## config.mk

```make
export PLATFORM = sky130hd
export DESIGN_NAME = seg_trigger_analyzer
export DESIGN_NICKNAME = d
export VERILOG_FILES = /design/src/rtl/sca_pkg.sv /design/src/rtl/sca_trig_match.sv /design/src/rtl/sca_capture_ctrl.sv /design/src/rtl/sca_sample_ram.sv /design/src/rtl/seg_trigger_analyzer.sv
export SDC_FILE = /design/constraint.sdc
export NUM_CORES = 2
export LEC_CHECK = 0
export BUFFER_PORTS_ARGS = -buffer_cell sky130_fd_sc_hd__buf_4
export CAP_MARGIN = 20
export CORE_ASPECT_RATIO = 0.6
export CORE_MARGIN = 2
export CORE_UTILIZATION = 50
export DETAILED_ROUTE_END_ITERATION = 10
export GPL_TIMING_DRIVEN = 0
export PLACE_DENSITY_LB_ADDON = 0.05
export RECOVER_POWER = 50
export REMOVE_ABC_BUFFERS = 1
export SYNTH_ARGS = -nofsm -noshare
export SYNTH_HDL_FRONTEND = slang
export SYNTH_HIERARCHICAL = 1
export SYNTH_SLANG_ARGS = --single-unit
```

## constraint.sdc

```tcl
create_clock -name clk -period 7.26 [get_ports clk]
set_input_delay 1.089 -clock clk [delete_from_list [all_inputs] [get_ports clk]]
set_output_delay 1.089 -clock clk [all_outputs]
set_load 0.01 [all_outputs]
```

## src/rtl/sca_pkg.sv

```systemverilog
package sca_pkg;

    localparam int COND_W = 3;

    typedef enum logic [COND_W-1:0] {
        COND_ANY  = 3'd0,
        COND_HIGH = 3'd1,
        COND_LOW  = 3'd2,
        COND_RISE = 3'd3,
        COND_FALL = 3'd4
    } cond_e;

    typedef enum logic [1:0] {
        ST_IDLE,
        ST_WAIT,
        ST_FILL,
        ST_DONE
    } cap_state_e;

    // Result of one bit's condition given its present and previous sample.
    function automatic logic bit_cond_ok(logic [COND_W-1:0] code, logic now_v, logic was_v);
        logic ok;
        case (code)
            COND_HIGH: ok = now_v;
            COND_LOW:  ok = ~now_v;
            COND_RISE: ok = now_v & ~was_v;
            COND_FALL: ok = ~now_v & was_v;
            default:   ok = 1'b1;
        endcase
        return ok;
    endfunction

endpackage

```

## src/rtl/sca_trig_match.sv

```systemverilog
module sca_trig_match
    import sca_pkg::*;
#(
    parameter int PROBE_W = 8
) (
    input  logic                        clk,
    input  logic                        rst,
    input  logic [PROBE_W-1:0]          probe_i,
    input  logic [COND_W*PROBE_W-1:0]   cond_i,
    output logic [PROBE_W-1:0]          sample_o,
    output logic                        match_o
);

    logic [PROBE_W-1:0] cur_q;
    logic [PROBE_W-1:0] prev_q;
    logic [PROBE_W-1:0] bit_hit;

    always_ff @(posedge clk) begin
        if (rst) begin
            cur_q  <= '0;
            prev_q <= '0;
        end else begin
            cur_q  <= probe_i;
            prev_q <= cur_q;
        end
    end

    for (genvar gi = 0; gi < PROBE_W; gi++) begin : g_bit
        always_comb begin
            bit_hit[gi] = bit_cond_ok(cond_i[gi*COND_W +: COND_W], cur_q[gi], prev_q[gi]);
        end
    end

    assign match_o  = &bit_hit;
    assign sample_o = cur_q;

endmodule

```

## src/rtl/sca_capture_ctrl.sv

```systemverilog
module sca_capture_ctrl
    import sca_pkg::*;
#(
    parameter int SEG_NUM = 8,
    parameter int SEG_LEN = 32,
    localparam int SEG_W  = $clog2(SEG_NUM),
    localparam int OFF_W  = $clog2(SEG_LEN)
) (
    input  logic                 clk,
    input  logic                 rst,
    input  logic                 arm_i,
    input  logic                 clear_i,
    input  logic                 match_i,
    output logic                 wr_en_o,
    output logic [SEG_W-1:0]     wr_seg_o,
    output logic [OFF_W-1:0]     wr_off_o,
    output logic [SEG_NUM-1:0]   seg_full_o,
    output logic                 done_o
);

    localparam logic [OFF_W-1:0] LAST_OFF = OFF_W'(SEG_LEN - 1);
    localparam logic [SEG_W-1:0] LAST_SEG = SEG_W'(SEG_NUM - 1);

    cap_state_e         state_q;
    logic [SEG_W-1:0]   seg_q;
    logic [OFF_W-1:0]   cnt_q;
    logic [SEG_NUM-1:0] full_q;

    always_comb begin
        wr_en_o  = (state_q == ST_FILL) || ((state_q == ST_WAIT) && match_i);
        wr_seg_o = seg_q;
        wr_off_o = (state_q == ST_FILL) ? cnt_q : '0;
    end

    always_ff @(posedge clk) begin
        if (rst || clear_i) begin
            state_q <= ST_IDLE;
            seg_q   <= '0;
            cnt_q   <= '0;
            full_q  <= '0;
        end else if (arm_i) begin
            state_q <= ST_WAIT;
            seg_q   <= '0;
            cnt_q   <= '0;
            full_q  <= '0;
        end else begin
            case (state_q)
                ST_WAIT: begin
                    if (match_i) begin
                        cnt_q   <= OFF_W'(1);
                        state_q <= ST_FILL;
                    end
                end
                ST_FILL: begin
                    if (cnt_q == LAST_OFF) begin
                        cnt_q         <= '0;
                        full_q[seg_q] <= 1'b1;
                        if (seg_q == LAST_SEG) begin
                            state_q <= ST_DONE;
                        end else begin
                            seg_q   <= seg_q + SEG_W'(1);
                            state_q <= ST_WAIT;
                        end
                    end else begin
                        cnt_q <= cnt_q + OFF_W'(1);
                    end
                end
                default: ;
            endcase
        end
    end

    assign seg_full_o = full_q;
    assign done_o     = (state_q == ST_DONE);

endmodule

```

## src/rtl/sca_sample_ram.sv

```systemverilog
module sca_sample_ram #(
    parameter int DATA_W = 8,
    parameter int DEPTH  = 256,
    localparam int ADDR_W = $clog2(DEPTH)
) (
    input  logic              clk,
    input  logic              we_i,
    input  logic [ADDR_W-1:0] waddr_i,
    input  logic [DATA_W-1:0] wdata_i,
    input  logic [ADDR_W-1:0] raddr_i,
    output logic [DATA_W-1:0] rdata_o
);

    logic [DATA_W-1:0] mem_q [DEPTH];

    always_ff @(posedge clk) begin
        if (we_i) begin
            mem_q[waddr_i] <= wdata_i;
        end
        rdata_o <= mem_q[raddr_i];
    end

endmodule

```

## src/rtl/seg_trigger_analyzer.sv

```systemverilog
module seg_trigger_analyzer
    import sca_pkg::*;
#(
    parameter int PROBE_W = 8,
    parameter int SEG_NUM = 8,
    parameter int SEG_LEN = 32,
    localparam int SEG_W  = $clog2(SEG_NUM),
    localparam int OFF_W  = $clog2(SEG_LEN)
) (
    input  logic                       clk,
    input  logic                       rst,
    input  logic [PROBE_W-1:0]         probe_i,
    input  logic [COND_W*PROBE_W-1:0]  cond_i,
    input  logic                       arm_i,
    input  logic                       clear_i,
    input  logic [SEG_W-1:0]           rd_seg_i,
    input  logic [OFF_W-1:0]           rd_off_i,
    output logic [PROBE_W-1:0]         rd_data_o,
    output logic [SEG_NUM-1:0]         seg_full_o,
    output logic                       done_o
);

    localparam int DEPTH = SEG_NUM * SEG_LEN;

    logic [PROBE_W-1:0] sample;
    logic               match;
    logic               wr_en;
    logic [SEG_W-1:0]   wr_seg;
    logic [OFF_W-1:0]   wr_off;

    sca_trig_match #(.PROBE_W(PROBE_W)) u_match (
        .clk      (clk),
        .rst      (rst),
        .probe_i  (probe_i),
        .cond_i   (cond_i),
        .sample_o (sample),
        .match_o  (match)
    );

    sca_capture_ctrl #(.SEG_NUM(SEG_NUM), .SEG_LEN(SEG_LEN)) u_ctrl (
        .clk        (clk),
        .rst        (rst),
        .arm_i      (arm_i),
        .clear_i    (clear_i),
        .match_i    (match),
        .wr_en_o    (wr_en),
        .wr_seg_o   (wr_seg),
        .wr_off_o   (wr_off),
        .seg_full_o (seg_full_o),
        .done_o     (done_o)
    );

    sca_sample_ram #(.DATA_W(PROBE_W), .DEPTH(DEPTH)) u_ram (
        .clk     (clk),
        .we_i    (wr_en),
        .waddr_i ({wr_seg, wr_off}),
        .wdata_i (sample),
        .raddr_i ({rd_seg_i, rd_off_i}),
        .rdata_o (rd_data_o)
    );

endmodule

```

==> results.sh <==
export IMPL_place_area_mm2=0.0846
export IMPL_antenna_found_initial=7
export IMPL_portBuffers=60
export IMPL_multiInputGateArea_mm2=0.0175
export IMPL_grt_pass1_vias=40000
export IMPL_power_w=0.0244
export IMPL_ctsResizeCount=0
export IMPL_min_from="clear_i"
export IMPL_synth_adder_area_share_pct=0.0617
export IMPL_fin_skew_ns=0.0296
export IMPL_cts_hold_buffers=0
export IMPL_ys_warn_count=6
export IMPL_finalCriticalPeriod_ns=6.24
export IMPL_cp_max_fo=80
export IMPL_area_sequential_mm2=0.0624
export IMPL_post_route_period_util_pct=85.9
export IMPL_vias_per_cell=6.44
export IMPL_synth_edf_count=2048
export IMPL_required_ns=7.36
export IMPL_wl_per_cell_um=32.9
export IMPL_final_hold_violation_count=0
export IMPL_first_iter_violations=5249
export IMPL_end_kind="flop"
export IMPL_finalSetupViolations=0
export IMPL_syn_inst=3906
export IMPL_first_pass_iters=7
export IMPL_tightest_slew_ns=4.23
export IMPL_synth_compound_area_share_pct=3.70
export IMPL_post_dp_hpwl_um=133000
export IMPL_synth_simple_area_share_pct=3.23
export IMPL_seq_area_frac_synth_pct=76.8
export IMPL_grt_use_total_pct=25.2
export IMPL_numCtsBuffers=186
export IMPL_drive_gt1_share_pct=21.4
export IMPL_syn_area_mm2=0.0812
export IMPL_yosys_mux_area_fraction_pct=14.4
export IMPL_rsz0062_at_grt="false"
export IMPL_drv_cap=21
export IMPL_synth_seq_cells=2090
export IMPL_slew_viol_final=1405
export IMPL_overflow=0
export IMPL_design_area_mm2=0.0903
export IMPL_core_mm2=0.161
export IMPL_synthFlopType="edfxtp_1"
export IMPL_syn_area_per_cell_um2=20.8
export IMPL_clk_latency_ns=0.82
export IMPL_tns_ns=0
export IMPL_synth_cell_types=71
export IMPL_synth_top_family_by_area="multiplexers"
export IMPL_grt_pass1_wl_um=295000
export IMPL_cts_sinks=2090
export IMPL_rows=114
export IMPL_cts_path_max_buffers=3
export IMPL_fin_nets=4041
export IMPL_via_count=40500
export IMPL_postRouteAntennaNets=0
export IMPL_gp_congestion=0.845
export IMPL_post_route_drc_count=0
export IMPL_clk_pin_slew_ns=0.06
export IMPL_violations="max-capacitance violations, max-slew violations"
export IMPL_r2r_start="u_match/sample_o[7]"
export IMPL_start_util_pct=50.4
export IMPL_die_height_um=316
export IMPL_post_cts_setup_buffers=0
export IMPL_slew_headroom_pct=-182
export IMPL_hold_class="input port to flop"
export IMPL_fmax_mhz=160
export IMPL_ir_drop_mv=0.243
export IMPL_layout_commonest_cell="edfxtp_1"
export IMPL_area_growth_pct=11.3
export IMPL_cts_tree="built"
export IMPL_wl_um=207000
export IMPL_fillers=11900
export IMPL_design_die_area_mm2=0.166
export IMPL_cellLeakagePower_nw=29.3
export IMPL_async_flop_share_pct=0
export IMPL_synth_xor_xnor_area_share_pct=0.0108
export IMPL_io_pins=61
export IMPL_cp_startpoint="u_match/sample_o[7]"
export IMPL_cts_root_buf="clkbuf_16"
export IMPL_status="finished with violations"
export IMPL_htree_num_levels=4
export IMPL_final_cell_mix="2048 x edfxtp_1, 454 x mux4_2, 292 x nor2_1"
export IMPL_startpoint_type="flop"
export IMPL_grt_max_degree=105
export IMPL_arrival_ns=6.33
export IMPL_critical_path_class="flop to flop"
export IMPL_fp_dieW_um=524
export IMPL_power_density_mw_per_mm2=270
-- synthesized netlist by cell type (all sizes together) (8+ instances only) --
master	count	area share [%]
nor4	28	0.25
a221oi	14	0.16
a31oi	10	0.096
edfxtp	2048	76
nand4	11	0.085
o21ai	14	0.086
nor2b	64	0.50
o211ai	12	0.11
mux2i	136	1.7
a211oi	18	0.17
nor3	26	0.16
buf	125	1.3
mux4	456	13
nand3	36	0.22
and2	12	0.092
a22o	8	0.086
dfxtp	42	1.0
a21oi	109	0.67
nand2	37	0.17
o221ai	48	0.53
a22oi	134	1.2
o22ai	31	0.24
clkbuf	112	0.52
nand2b	15	0.12
nor2	295	1.4
-- area by class of cell --
class / count / area share (%)
antenna: 4 / 0.0111
clock buffer: 234 / 5.52
clock inverter: 106 / 1.28
inverter: 7 / 0.0305
multi-input combinational: 1572 / 19.3
sequential: 2090 / 69.0
tap: 2146 / 2.97
timing repair buffer: 136 / 1.82
-- flip-flops by register name (all words and copies together) (netlist names) --
signal	cells
u_match/sample_o	8
u_match/prev_q	8
u_ctrl/seg_full_o	8
u_ctrl/wr_seg_o	3
u_ctrl/state_q	2
u_ram/mem_q	2048
u_ram/rdata_o	8
u_ctrl/cnt_q	5
-- cells by family after synthesis --
family	after synthesis
buffers and inverters	244
AND/OR/NAND/NOR	550
adder cells (fa/ha/maj)	4
XOR/XNOR	1
AO/OA/AOI/OAI	424
flip-flops	2090
multiplexers	593
-- metal layers --
layer / global-route usage, % / share of wire (%) / vias to the layer above
met5: 0 / 0.0043 / -
met4: 7.02 / 2.4 / 2
met3: 5.51 / 9.7 / 293
met2: 35.9 / 44 / 1892
met1: 39.5 / 44 / 21900
li1: - / - / 16500
-- stage by stage --
step / hold WS, ns / utilization (%) / instances / worst slack, ns
final: 0.439 / 56.0 / 6295 / 1.02
after CTS: 0.374 / 56.3 / 6288 / 1.01
after detailed placement: 0.466 / 52.5 / 5948 / 0.778
after floorplan: 0.456 / - / 3669 / 0.700
after global routing: 0.419 / 56.0 / 6291 / 0.471
after global placement: 0.455 / 51.4 / 5875 / -6.72
-- power breakdown --
group	switching, W	leakage (nW)	internal [W]	total (W)
Clock	0.00431	2.99	0.00571	0.0100
Sequential	0.0000575	20.3	0.0133	0.0133
Combinational	0.000693	6.01	0.000389	0.00108
-- critical path: stages (launching register included) --
cell	delay (ns)
dfxtp_4	0.76
clkbuf_1	1.91
dlymetal6s4s_1	2.71
-- final timing paths --
kind | endpoint | slack (ns) | cells after the start
max reg2reg | u_ram/mem_q[248][7] | 1.02 | 2
min | u_ctrl/state_q[0] | 0.44 | 2
min reg2reg | u_ctrl/cnt_q[4] | 0.49 | 2
max | u_ram/mem_q[248][7] | 1.02 | 2
Power figures use the tool's default switching activity.
